`src/rtl/serial_tx_pkg.sv`:
```
package serial_tx_pkg;
  localparam int DIV_W  = 24;
  localparam int DATA_W = 8;
  localparam int CNT_W  = $clog2(DATA_W);
  localparam int SETUP_W = DIV_W + 6;

  typedef struct packed {
    logic             parType;
    logic             parFix;
    logic             parEn;
    logic             stopTwo;
    logic [1:0]       lenCode;
    logic [DIV_W-1:0] baudDiv;
  } txCfg_t;

  typedef enum logic [2:0] {
    PH_IDLE  = 3'd0,
    PH_START = 3'd1,
    PH_DATA  = 3'd2,
    PH_PAR   = 3'd3,
    PH_STOP  = 3'd4
  } txPhase_e;

  typedef struct packed {
    logic     load;
    logic     step;
    txPhase_e sel;
  } txStrobe_t;
endpackage

```
`src/rtl/serial_tx_ctrl.sv`:
```
module serial_tx_ctrl
  import serial_tx_pkg::*;
(
  input  logic      clk,
  input  logic      rstN,
  input  logic      inValid,
  input  txCfg_t    cfgQ,
  output txStrobe_t strb,
  output logic      busy
);
  txPhase_e         state;
  logic [DIV_W-1:0] baudCnt;
  logic [CNT_W-1:0] bitCnt;
  logic             stopIdx;
  logic             lastTick;
  logic [CNT_W-1:0] lastBit;

  assign lastTick = ({1'b0, baudCnt} + 1'b1) >= {1'b0, cfgQ.baudDiv};
  assign lastBit  = CNT_W'(DATA_W - 1) - CNT_W'(cfgQ.lenCode);
  assign busy     = (state != PH_IDLE);

  always_comb begin
    strb = '{load: 1'b0, step: 1'b0, sel: PH_IDLE};
    if (state == PH_IDLE) begin
      if (inValid) begin
        strb.load = 1'b1;
        strb.step = 1'b1;
        strb.sel  = PH_START;
      end
    end else if (lastTick) begin
      strb.step = 1'b1;
      case (state)
        PH_START: strb.sel = PH_DATA;
        PH_DATA: begin
          if (bitCnt == lastBit) strb.sel = cfgQ.parEn ? PH_PAR : PH_STOP;
          else                   strb.sel = PH_DATA;
        end
        PH_PAR:  strb.sel = PH_STOP;
        PH_STOP: strb.sel = (cfgQ.stopTwo && !stopIdx) ? PH_STOP : PH_IDLE;
        default: strb.sel = PH_IDLE;
      endcase
    end
  end

  always_ff @(posedge clk) begin
    if (!rstN) begin
      state   <= PH_IDLE;
      baudCnt <= '0;
      bitCnt  <= '0;
      stopIdx <= 1'b0;
    end else if (strb.step) begin
      state   <= strb.sel;
      baudCnt <= '0;
      stopIdx <= (state == PH_STOP) && (strb.sel == PH_STOP);
      if (state == PH_DATA && strb.sel == PH_DATA) bitCnt <= bitCnt + 1'b1;
      else                                         bitCnt <= '0;
    end else if (state != PH_IDLE) begin
      baudCnt <= baudCnt + 1'b1;
    end
  end

  // the data bit index never passes the selected word length
  a_r3_bit_bound: assert property (@(posedge clk) disable iff (!rstN)
    (state == PH_DATA) |-> (bitCnt <= lastBit));

  // the bit timer stays inside one bit period
  a_r2_baud_bound: assert property (@(posedge clk) disable iff (!rstN)
    (state != PH_IDLE && cfgQ.baudDiv > 1) |-> ({1'b0, baudCnt} < {1'b0, cfgQ.baudDiv}));
endmodule

```
`src/rtl/serial_tx_dpath.sv`:
```
module serial_tx_dpath
  import serial_tx_pkg::*;
(
  input  logic              clk,
  input  logic              rstN,
  input  txStrobe_t         strb,
  input  logic [SETUP_W-1:0] setupWord,
  input  logic [DATA_W-1:0] inData,
  output txCfg_t            cfgQ,
  output logic              txLine
);
  logic [DATA_W-1:0] shiftQ;
  logic              parAcc;
  logic              parBit;

  assign parBit = cfgQ.parFix ? cfgQ.parType : (cfgQ.parType ? parAcc : ~parAcc);

  always_ff @(posedge clk) begin
    if (!rstN) begin
      cfgQ   <= '0;
      shiftQ <= '0;
      parAcc <= 1'b0;
      txLine <= 1'b1;
    end else begin
      if (strb.load) begin
        cfgQ   <= txCfg_t'(setupWord);
        shiftQ <= inData;
        parAcc <= 1'b0;
      end
      if (strb.step) begin
        case (strb.sel)
          PH_START: txLine <= 1'b0;
          PH_DATA: begin
            txLine <= shiftQ[0];
            shiftQ <= shiftQ >> 1;
            parAcc <= parAcc ^ shiftQ[0];
          end
          PH_PAR:  txLine <= parBit;
          default: txLine <= 1'b1;
        endcase
      end
    end
  end

  // the captured setup only changes when a byte is loaded
  a_r9_cfg_hold: assert property (@(posedge clk) disable iff (!rstN)
    !strb.load |=> $stable(cfgQ));

  // a stop step always leaves the line high
  a_r4_stop_high: assert property (@(posedge clk) disable iff (!rstN)
    (strb.step && strb.sel == PH_STOP) |=> txLine);
endmodule

```
`src/rtl/serial_tx_rt.sv`:
```
module serial_tx_rt
  import serial_tx_pkg::*;
(
  input  logic               clk,
  input  logic               rstN,
  input  logic [SETUP_W-1:0] setupWord,
  input  logic               inValid,
  input  logic [DATA_W-1:0]  inData,
  output logic               busy,
  output logic               txLine
);
  txStrobe_t strb;
  txCfg_t    cfgQ;

  serial_tx_ctrl uCtrl (
    .clk(clk), .rstN(rstN), .inValid(inValid), .cfgQ(cfgQ),
    .strb(strb), .busy(busy)
  );

  serial_tx_dpath uDpath (
    .clk(clk), .rstN(rstN), .strb(strb), .setupWord(setupWord),
    .inData(inData), .cfgQ(cfgQ), .txLine(txLine)
  );

  // idle line is high
  a_r1_idle_line: assert property (@(posedge clk) disable iff (!rstN)
    !busy |-> txLine);

  // an accepted byte starts a frame on the same edge
  a_r8_accept_start: assert property (@(posedge clk) disable iff (!rstN)
    (!busy && inValid) |=> (busy && !txLine));
endmodule

```
`config.mk`:
```
export PLATFORM = sky130hd
export DESIGN_NAME = serial_tx_rt
export DESIGN_NICKNAME = d
export VERILOG_FILES = /design/src/rtl/serial_tx_pkg.sv /design/src/rtl/serial_tx_ctrl.sv /design/src/rtl/serial_tx_dpath.sv /design/src/rtl/serial_tx_rt.sv
export SDC_FILE = /design/constraint.sdc
export NUM_CORES = 1
export LEC_CHECK = 0
export BUFFER_PORTS_ARGS = -buffer_cell sky130_fd_sc_hd__buf_4
export CAP_MARGIN = 20
export CORE_MARGIN = 2
export CORE_UTILIZATION = 64
export CTS_CLUSTER_DIAMETER = 120
export DETAILED_ROUTE_END_ITERATION = 6
export GPL_ROUTABILITY_DRIVEN = 0
export PLACE_DENSITY_LB_ADDON = 0.3
export SKIP_CTS_REPAIR_TIMING = 1
export SLEW_MARGIN = 15
export SYNTH_ARGS = -nofsm -noshare
export SYNTH_HDL_FRONTEND = slang
export SYNTH_SLANG_ARGS = --single-unit
```
`constraint.sdc`:
```
create_clock -name clk -period 11.17 [get_ports clk]
set_input_delay 2.234 -clock clk [delete_from_list [all_inputs] [get_ports clk]]
set_output_delay 2.234 -clock clk [all_outputs]
set_load 0.01 [all_outputs]
```
==> results.sh, run 1 <==
export IMPL_ys_ff_latch=71
export IMPL_antenna_cells=0
export IMPL_worst_pin_slew_ns=0.778
export IMPL_power_density_mw_per_mm2=170
export IMPL_dr_pass1_iters=4
export IMPL_drc=0
export IMPL_grt_pass1_vias=3557
export IMPL_path_cells="ha_1 -> nand3_2 -> or2_2 -> nor2_1 -> nand2_1 -> nor2_1 -> xor2_1 -> ha_1 -> nand4_1 -> nor4_1 -> a311oi_1 -> o21ai_2 -> o31a_1 -> buf_4 -> o32ai_1"
export IMPL_period_share_pct=40.1
export IMPL_clk_pin_slew_ns=0.08
export IMPL_numCtsBuffers=9
export IMPL_synthAdderAreaFrac_pct=7.66
export IMPL_synth_simple_gate_area_share_pct=28.0
export IMPL_clock_latency_ns=0.35
export IMPL_cts_tree="built"
export IMPL_drive_gt1_share_pct=18.2
export IMPL_wl_per_cell_um=14.9
export IMPL_p_leak_nw=1.86
export IMPL_pin_count=43
export IMPL_fin_crit_ns=4.48
export IMPL_avgSynthCellArea_um2=8.14
export IMPL_die_x_um=85.5
export IMPL_worst_endpoint_arrival_ns=4.70
export IMPL_clock_path_buffers=2
export IMPL_yosysWarnings=0
export IMPL_synth_area_mm2=0.00425
export IMPL_cp_required_ns=11.38
export IMPL_portBuffers=42
export IMPL_skew_ns=0.0119
export IMPL_core_area_mm2=0.00639
export IMPL_dpl_hpwl_um=6500
export IMPL_setup_viol=0
export IMPL_status="finished clean"
export IMPL_via_count=3642
export IMPL_crit_slowest_cell="o31a_1"
export IMPL_tns_ns=0
export IMPL_ys_flop_type="dfxtp_1"
export IMPL_syn_inst=522
export IMPL_synth_compound_area_share_pct=12.1
export IMPL_async_flop_share_pct=0
export IMPL_fmax_ghz=0.223
export IMPL_synth_xor_area_share_pct=10.1
export IMPL_std_cell_rows=29
export IMPL_relSlewSlack_pct=48.1
export IMPL_path_max_fanout=17
export IMPL_slowest_delay_ns=0.60
export IMPL_synth_edff_count=0
export IMPL_critPathBufInv=1
export IMPL_cap_violations=0
export IMPL_power_uw=802
export IMPL_antenna_found_initial=0
export IMPL_clock_sinks=71
export IMPL_multi_input_area_mm2=0.00256
export IMPL_hold_violations=0
export IMPL_dieArea_mm2=0.00731
export IMPL_drt_iter0_drc=253
export IMPL_die_h_um=85.5
export IMPL_grt_usage_pct=27.4
export IMPL_layout_nets=621
export IMPL_start_util_pct=66.5
export IMPL_cp_top_family="simple AND/OR/NAND/NOR gates"
export IMPL_vias_per_cell=5.73
export IMPL_postRouteAntennaNets=0
export IMPL_regArea_mm2=0.00142
export IMPL_ir_worst_vdd_v=0.000140
export IMPL_synth_cell_types=57
export IMPL_syn_nets=589
export IMPL_fill_cells=493
export IMPL_grt_max_degree=62
export IMPL_finalMaxSlewViolations=0
export IMPL_crit_type="reg -> reg"
export IMPL_post_route_util_pct=74.0
export IMPL_rsz0062_at_grt="no"
export IMPL_synth_area_mux_share_pct=2.36
export IMPL_grt_overflow=0
export IMPL_synth_top_family_by_area="simple AND/OR/NAND/NOR gates"
export IMPL_h_tree_depth=3
export IMPL_startpoint_type="flip-flop"
export IMPL_finalWirelength_um=9480
export IMPL_syn2layout_area_growth_pct=11.3
export IMPL_grt_pass1_wl_um=16100
export IMPL_worstSetupEndpointType="flip-flop"
export IMPL_cts_root_buf="clkbuf_8"
export IMPL_seq_area_frac_synth_pct=33.5
export IMPL_hp_class="reg -> reg"
## path summary, 6_finish.rpt
check | slack, ns | cells past startpoint | end | from
worst max-delay path | 6.69 | 15 | uCtrl.bitCnt[0] | uCtrl.baudCnt[0]
worst min-delay path | 0.46 | 2 | uDpath.cfgQ[20] | uDpath.cfgQ[20]
worst max register to register | 6.69 | 15 | uCtrl.bitCnt[0] | uCtrl.baudCnt[0]
worst min register to register | 0.46 | 2 | uDpath.cfgQ[20] | uDpath.cfgQ[20]
## power breakdown
part           internal [mW]  switching [mW]
sequential             0.287          0.0260
combinational          0.102           0.198
clock                 0.0854           0.103
## per-layer routing
metal  wire (µm)  GRT usage, %
met2        4930          48.9
met4         170          10.7
met3         407          3.99
met1        3970          33.1
met5           0             0
## per-stage QoR
stage	cells	instance area [µm²]	hold WS (ns)	worst slack (ns)
2_1_floorplan	522	4250	0.436	7.65
3_3_place_gp	620	4550	0.442	7.02
3_5_place_dp	620	4550	0.447	6.83
4_1_cts	636	4730	0.459	6.74
5_1_grt	636	4730	0.478	6.36
6_report	636	4730	0.457	6.69
## logic make-up (layout without fill, tap and decap cells)
logic type,Yosys count,in the layout
AOI/OAI and AO/OA,76,76
muxes,10,10
and+or+nand+nor,231,231
DFF,71,71
adders and majority gates,26,26
xor gates and xnor gates,49,49
buffers and inverters,59,96
## cell usage after synthesis (2+ instances only)
library cell | instances | share of area [%]
o32ai_1 | 3 | 0.62
nand3_1 | 15 | 1.8
and3_1 | 5 | 0.74
inv_1 | 32 | 2.8
nor3_1 | 16 | 1.9
a211oi_1 | 3 | 0.53
xor2_1 | 16 | 3.3
nor2b_1 | 2 | 0.29
nand4_1 | 7 | 1.0
a31oi_1 | 2 | 0.29
a31o_2 | 2 | 0.41
nor4_4 | 2 | 1.0
xnor2_1 | 33 | 6.8
ha_1 | 26 | 7.7
nand2b_1 | 4 | 0.59
dfxtp_1 | 71 | 33
buf_2 | 4 | 0.47
nor3_2 | 19 | 4.5
nor4_1 | 4 | 0.59
a21oi_1 | 40 | 4.7
and3_2 | 2 | 0.35
clkbuf_1 | 18 | 1.6
nand2_1 | 119 | 11
buf_12 | 2 | 0.94
and2_1 | 2 | 0.29
or2_2 | 2 | 0.29
mux2i_1 | 10 | 2.4
o21ai_0 | 8 | 0.94
nor2_1 | 25 | 2.2
## area by class of cell
| class | count | area share, % |
|---|---|---|
| multi-input combinational | 392 | 54.1 |
| sequential | 71 | 30.1 |
| timing repair buffer | 47 | 7.46 |
| clock buffer | 10 | 2.91 |
| inverter | 33 | 2.62 |
| tap | 77 | 2.04 |
| clock inverter | 6 | 0.767 |
## placed cells by master, fill, tap and decap left out, types with 2 or more instances in the layout
master / count
nand2_1: 119
dfxtp_1: 71
buf_4: 47
a21oi_1: 40
xnor2_1: 33
inv_1: 32
ha_1: 26
nor2_1: 25
nor3_2: 19
xor2_1: 16
nor3_1: 16
nand3_1: 15
mux2i_1: 10
clkbuf_8: 10
o21ai_0: 8
nand4_1: 7
and3_1: 5
nor4_1: 4
nand2b_1: 4
clkinv_2: 4
and2_1: 3
a211oi_1: 3
o32ai_1: 3
nor4_4: 2
or2_2: 2
and3_2: 2
nor2b_1: 2
a31oi_1: 2
a31o_2: 2
## state kept, by name, summed over array words and instances, names as in the netlist
signal / count
uDpath.cfgQ: 30
uCtrl.state: 3
uCtrl.stopIdx: 1
uCtrl.bitCnt: 3
uDpath.parAcc: 1
uCtrl.baudCnt: 24
uDpath.txLine: 1
uDpath.shiftQ: 8
## tightest hold or removal path, stage by stage (launching register included)
cell and delay (ns):
dfxtp_1 0.31, nand2_1 0.05, a21oi_1 0.05
Note: power is estimated with default switching activity, not from simulation.
==> inputs of run 2 (changes only) <==
- CORE_UTILIZATION: 64 -> 59
- clock period: 11.17 -> 4.4 ns (I/O delays scaled with it)
==> run 2 against run 1 <==
- maximum frequency rose by 14%
- clock power up 140%
- sequential power rose to 2.5 times the previous value
- sequential cell count unchanged
- cell count grew 3.0%
- non-clock buffer count grew 1
- critical path depth unchanged
- critical path type unchanged
==> results.sh, run 2 (synthesis results as in run 1) <==
export IMPL_status="finished clean"
export IMPL_pin_count=43
export IMPL_ff2ff_setup_slack_ns=0.48
export IMPL_h_tree_depth=3
export IMPL_period_share_pct=89.0
export IMPL_hold_violations=0
export IMPL_startpoint_type="flip-flop"
export IMPL_finalMaxSlewViolations=0
export IMPL_via_count=3582
export IMPL_post_route_util_pct=69.1
export IMPL_pre_cts_ws_ns=0.587
export IMPL_grt_usage_pct=24.5
export IMPL_min_delay_start="uDpath.cfgQ[20]"
export IMPL_die_x_um=88.9
export IMPL_gr_usage_met1_pct=30.1
export IMPL_dpl_hpwl_um=6480
export IMPL_cp_required_ns=4.62
export IMPL_cts_root_buf="clkbuf_8"
export IMPL_clock_sinks=71
export IMPL_setup_viol=0
export IMPL_top_register="uDpath.cfgQ"
export IMPL_worstSetupEndpointType="flip-flop"
export IMPL_postRouteAntennaNets=0
export IMPL_fmax_ghz=0.255
export IMPL_fill_cells=568
export IMPL_die_h_um=88.9
export IMPL_busiest_layer="met2"
export IMPL_p_leak_nw=1.86
export IMPL_finalWirelength_um=8930
export IMPL_path_max_fanout=17
export IMPL_grt_overflow=0
export IMPL_vias_per_cell=5.47
export IMPL_wl_per_cell_um=13.6
export IMPL_power_density_mw_per_mm2=427
export IMPL_portBuffers=42
export IMPL_numCtsBuffers=9
export IMPL_met2_usage_pct=43.1
export IMPL_cts_tree="built"
export IMPL_grt_max_degree=42
export IMPL_hp_class="reg -> reg"
export IMPL_start_util_pct=61.9
export IMPL_grt_pass1_vias=3384
export IMPL_clock_path_buffers=2
export IMPL_crit_type="reg -> reg"
export IMPL_largest_reg_flops=30
export IMPL_antenna_cells=0
export IMPL_worst_endpoint_arrival_ns=4.14
export IMPL_drive_gt1_share_pct=18.1
export IMPL_power_mw=2.03
export IMPL_final_cell_mix="119 x nand2_1, 71 x dfxtp_1, 48 x buf_4, 40 x a21oi_1, 33 x xnor2_1"
export IMPL_skew_ns=0.00939
export IMPL_worst_pin_slew_ns=0.814
export IMPL_grt_use_met3_pct=3.64
export IMPL_core_area_mm2=0.00687
export IMPL_tns_ns=0
export IMPL_crit_start="uCtrl.baudCnt[0]"
export IMPL_timing_rr_start="uCtrl.baudCnt[0]"
export IMPL_clock_latency_ns=0.35
export IMPL_drt_iter0_drc=207
export IMPL_final_common_cell="nand2_1"
export IMPL_syn2layout_area_growth_pct=11.8
export IMPL_drc=0
export IMPL_antenna_found_initial=0
export IMPL_std_cell_rows=30
export IMPL_fin_ws_ns=0.484
export IMPL_layout_nets=622
export IMPL_ir_worst_vdd_v=0.000258
export IMPL_dieArea_mm2=0.00790
export IMPL_cap_violations=0
export IMPL_fin_crit_ns=3.92
export IMPL_clk_pin_slew_ns=0.08
export IMPL_dr_pass1_iters=5
export IMPL_reg_largest_list="uDpath.cfgQ x30, uCtrl.baudCnt x24, uDpath.shiftQ x8"
export IMPL_relSlewSlack_pct=45.6
export IMPL_rsz0062_at_grt="no"
export IMPL_grt_pass1_wl_um=15100
[run 2: cell types whose count changed in the layout (fill, tap and decap cells not counted), sizes merged]
cell,delta
buf,+1
clkbuf,+1
clkinv,-2
[run 2: worst max-delay path, cell delays in order, from the launching register on]
cell and delay (ns):
dfxtp_1 0.43, ha_1 0.26, nand3_2 0.17, or2_2 0.40, nor2_1 0.11, nand2_1 0.09
nor2_1 0.13, xor2_1 0.08, ha_1 0.29, nand4_1 0.13, nor4_1 0.52, a311oi_1 0.24
o21ai_2 0.33, o31a_1 0.18, buf_4 0.29, o32ai_1 0.12
[run 2: layout make-up]
class                      instances  area, µm²  share of cell area, %
inverter                          33        124                   2.61
tap                               96        120                   2.53
clock buffer                      11        141                   2.98
clock inverter                     4       22.5                  0.474
multi-input combinational        392       2560                   53.9
timing repair buffer              48        360                   7.59
sequential                        71       1420                   29.9
[run 2: per-stage QoR]
step                std cells  cell area [µm²]  hold slack (ns)
global placement          640             4590            0.443
detailed placement        640             4590            0.448
finish                    655             4750            0.456
floorplan                 522             4250            0.436
CTS                       655             4750            0.459
global route              655             4750            0.473
[run 2: power by group]
group	leakage [nW]	switching, mW	internal [mW]
combinational	1.20	0.509	0.269
clock	0.0850	0.239	0.214
sequential	0.578	0.0657	0.729
total	1.86	0.814	1.21
[run 2: path summary, 6_finish.rpt]
| kind | to | cells past startpoint |
|---|---|---|
| max | uCtrl.bitCnt[0] | 15 |
| min | uDpath.cfgQ[20] | 2 |
| max reg2reg | uCtrl.bitCnt[0] | 15 |
| min reg2reg | uDpath.cfgQ[20] | 2 |
[run 2: per-layer routing]
layer  routed length, µm  vias to the layer above  share of wire (%)
met1                4000                     1652                 45
met5                   0                        -                  0
li1                    -                     1823                  -
met4                 182                        0                2.0
met2                4410                       90                 49
met3                 342                       17                3.8
==> inputs of run 3 (changes only) <==
==> constraint.sdc (replaced) <==
create_clock -name clk -period 4.4 [get_ports clk]
set_input_delay 0.44 -clock clk [delete_from_list [all_inputs] [get_ports clk]]
set_output_delay 0.44 -clock clk [all_outputs]
set_load 0.01 [all_outputs]
==> run 3 against run 2 <==
- non-clock buffer count unchanged
- cell area increased by 1.6%
- worst hold slack worse by 0.13 ns
- combinational power hardly changed
- cell count is 0.15% higher
- register-to-register slack lost 0.03 ns
==> results.sh, run 3 (synthesis results as in run 1) <==
export IMPL_drc=0
export IMPL_cp_required_ns=4.63
export IMPL_startpoint_type="flip-flop"
export IMPL_cap_violations=0
export IMPL_routed_top_layer="met4"
export IMPL_final_common_cell="nand2_1"
export IMPL_crit_type="reg -> reg"
export IMPL_ff2ff_setup_slack_ns=0.45
export IMPL_placed_cells=640
export IMPL_wl_per_cell_um=14.2
export IMPL_timing_rr_start="uCtrl.baudCnt[0]"
export IMPL_die_h_um=88.9
export IMPL_clk_pin_slew_ns=0.07
export IMPL_reg2reg_depth=15
export IMPL_clock_sinks=71
export IMPL_p_leak_nw=1.89
export IMPL_syn2layout_area_growth_pct=13.6
export IMPL_route_met2_wl_um=4690
export IMPL_skew_ns=0.00937
export IMPL_fmax_ghz=0.253
export IMPL_finalNonFillerCells=656
export IMPL_via_count=3598
export IMPL_crit_start="uCtrl.baudCnt[0]"
export IMPL_die_x_um=88.9
export IMPL_portBuffers=42
export IMPL_start_util_pct=61.9
export IMPL_power_mw=2.18
export IMPL_ir_worst_vdd_v=0.000329
export IMPL_core_area_mm2=0.00687
export IMPL_tns_ns=0
export IMPL_numCtsBuffers=9
export IMPL_grt_pass1_wl_um=15500
export IMPL_worst_endpoint_arrival_ns=4.17
export IMPL_drt_iter0_drc=198
export IMPL_layout_nets=622
export IMPL_grt_usage_pct=25.3
export IMPL_period_share_pct=89.7
export IMPL_dr_pass1_iters=4
export IMPL_drive_gt1_share_pct=18.4
export IMPL_dieArea_mm2=0.00790
export IMPL_status="finished clean"
export IMPL_cts_tree="built"
export IMPL_postRouteAntennaNets=0
export IMPL_antenna_cells=0
export IMPL_setup_viol=0
export IMPL_endpoint="uCtrl.bitCnt[1]"
export IMPL_cts_root_buf="clkbuf_8"
export IMPL_top_register="uDpath.cfgQ"
export IMPL_whs_ns=0.330
export IMPL_wl_met1_um=4050
export IMPL_hold_violations=0
export IMPL_vias_per_cell=5.48
export IMPL_largest_reg_flops=30
export IMPL_finalMaxSlewViolations=0
export IMPL_worstSetupEndpointType="flip-flop"
export IMPL_path_max_fanout=17
export IMPL_rr_endpoint="uCtrl.bitCnt[1]"
export IMPL_final_cell_mix="119 x nand2_1, 71 x dfxtp_1, 48 x buf_4, 40 x a21oi_1, 33 x xnor2_1"
export IMPL_h_tree_depth=3
export IMPL_reg_largest_list="uDpath.cfgQ x30, uCtrl.baudCnt x24, uDpath.shiftQ x8"
export IMPL_finalWirelength_um=9310
export IMPL_grt_pass1_vias=3400
export IMPL_rsz0062_at_grt="no"
export IMPL_clock_latency_ns=0.35
export IMPL_dpl_hpwl_um=6710
export IMPL_pin_count=43
export IMPL_hp_class="in -> reg"
export IMPL_fin_crit_ns=3.95
export IMPL_power_density_mw_per_mm2=453
export IMPL_std_cell_rows=30
export IMPL_grt_max_degree=41
export IMPL_worst_pin_slew_ns=0.789
export IMPL_grt_overflow=0
export IMPL_relSlewSlack_pct=47.3
export IMPL_wl_met3_um=350
export IMPL_clock_path_buffers=2
export IMPL_antenna_found_initial=0
==> run 3: worst min-delay path by stage <==
stage                               start               to  depth (start not counted)
after global routing         setupWord[3]   uDpath.cfgQ[3]                          3
after detailed placement   uDpath.cfgQ[2]   uDpath.cfgQ[2]                          2
after global placement    uDpath.cfgQ[18]  uDpath.cfgQ[18]                          2
after CTS                    setupWord[2]   uDpath.cfgQ[2]                          3
final                        setupWord[2]   uDpath.cfgQ[2]                          3
after floorplan           uDpath.cfgQ[10]  uDpath.cfgQ[10]                          2
==> run 3: critical path: stages, from the launching register on <==
cell and delay [ns]:
dfxtp_1 0.42, ha_1 0.26, nand3_2 0.16, or2_2 0.40, nor2_1 0.11, nand2_1 0.08
nor2_1 0.13, xor2_1 0.08, ha_1 0.31, nand4_1 0.16, nor4_1 0.52, a311oi_1 0.25
o21ai_2 0.34, o31a_1 0.20, buf_4 0.29, o32ai_1 0.11
==> run 3: layout make-up <==
class,instances,area (µm²)
tap,96,120
clock inverter,4,76.3
clock buffer,12,165
timing repair buffer,48,360
inverter,33,124
multi-input combinational,392,2560
fill,576,2040
sequential,71,1420
==> run 3: power breakdown <==
| group | switching, mW | internal (mW) |
|---|---|---|
| combinational | 0.509 | 0.269 |
| sequential | 0.0648 | 0.729 |
| clock | 0.247 | 0.367 |
| total | 0.820 | 1.36 |
==> run 3: through the flow <==
stage	setup WS (ns)	cell area (µm²)	utilization (%)
after global placement	0.729	4590	66.8
after floorplan	0.884	4250	-
after detailed placement	0.585	4590	66.8
final	0.451	4830	70.3
after CTS	0.493	4830	70.3
after global routing	0.111	4830	70.3
==> run 3: layer usage <==
layer | up-vias | GRT usage (%)
li1 | 1824 | -
met1 | 1652 | 29.9
met2 | 99 | 44.9
met3 | 23 | 4.20
met4 | 0 | 11.0
met5 | - | 0
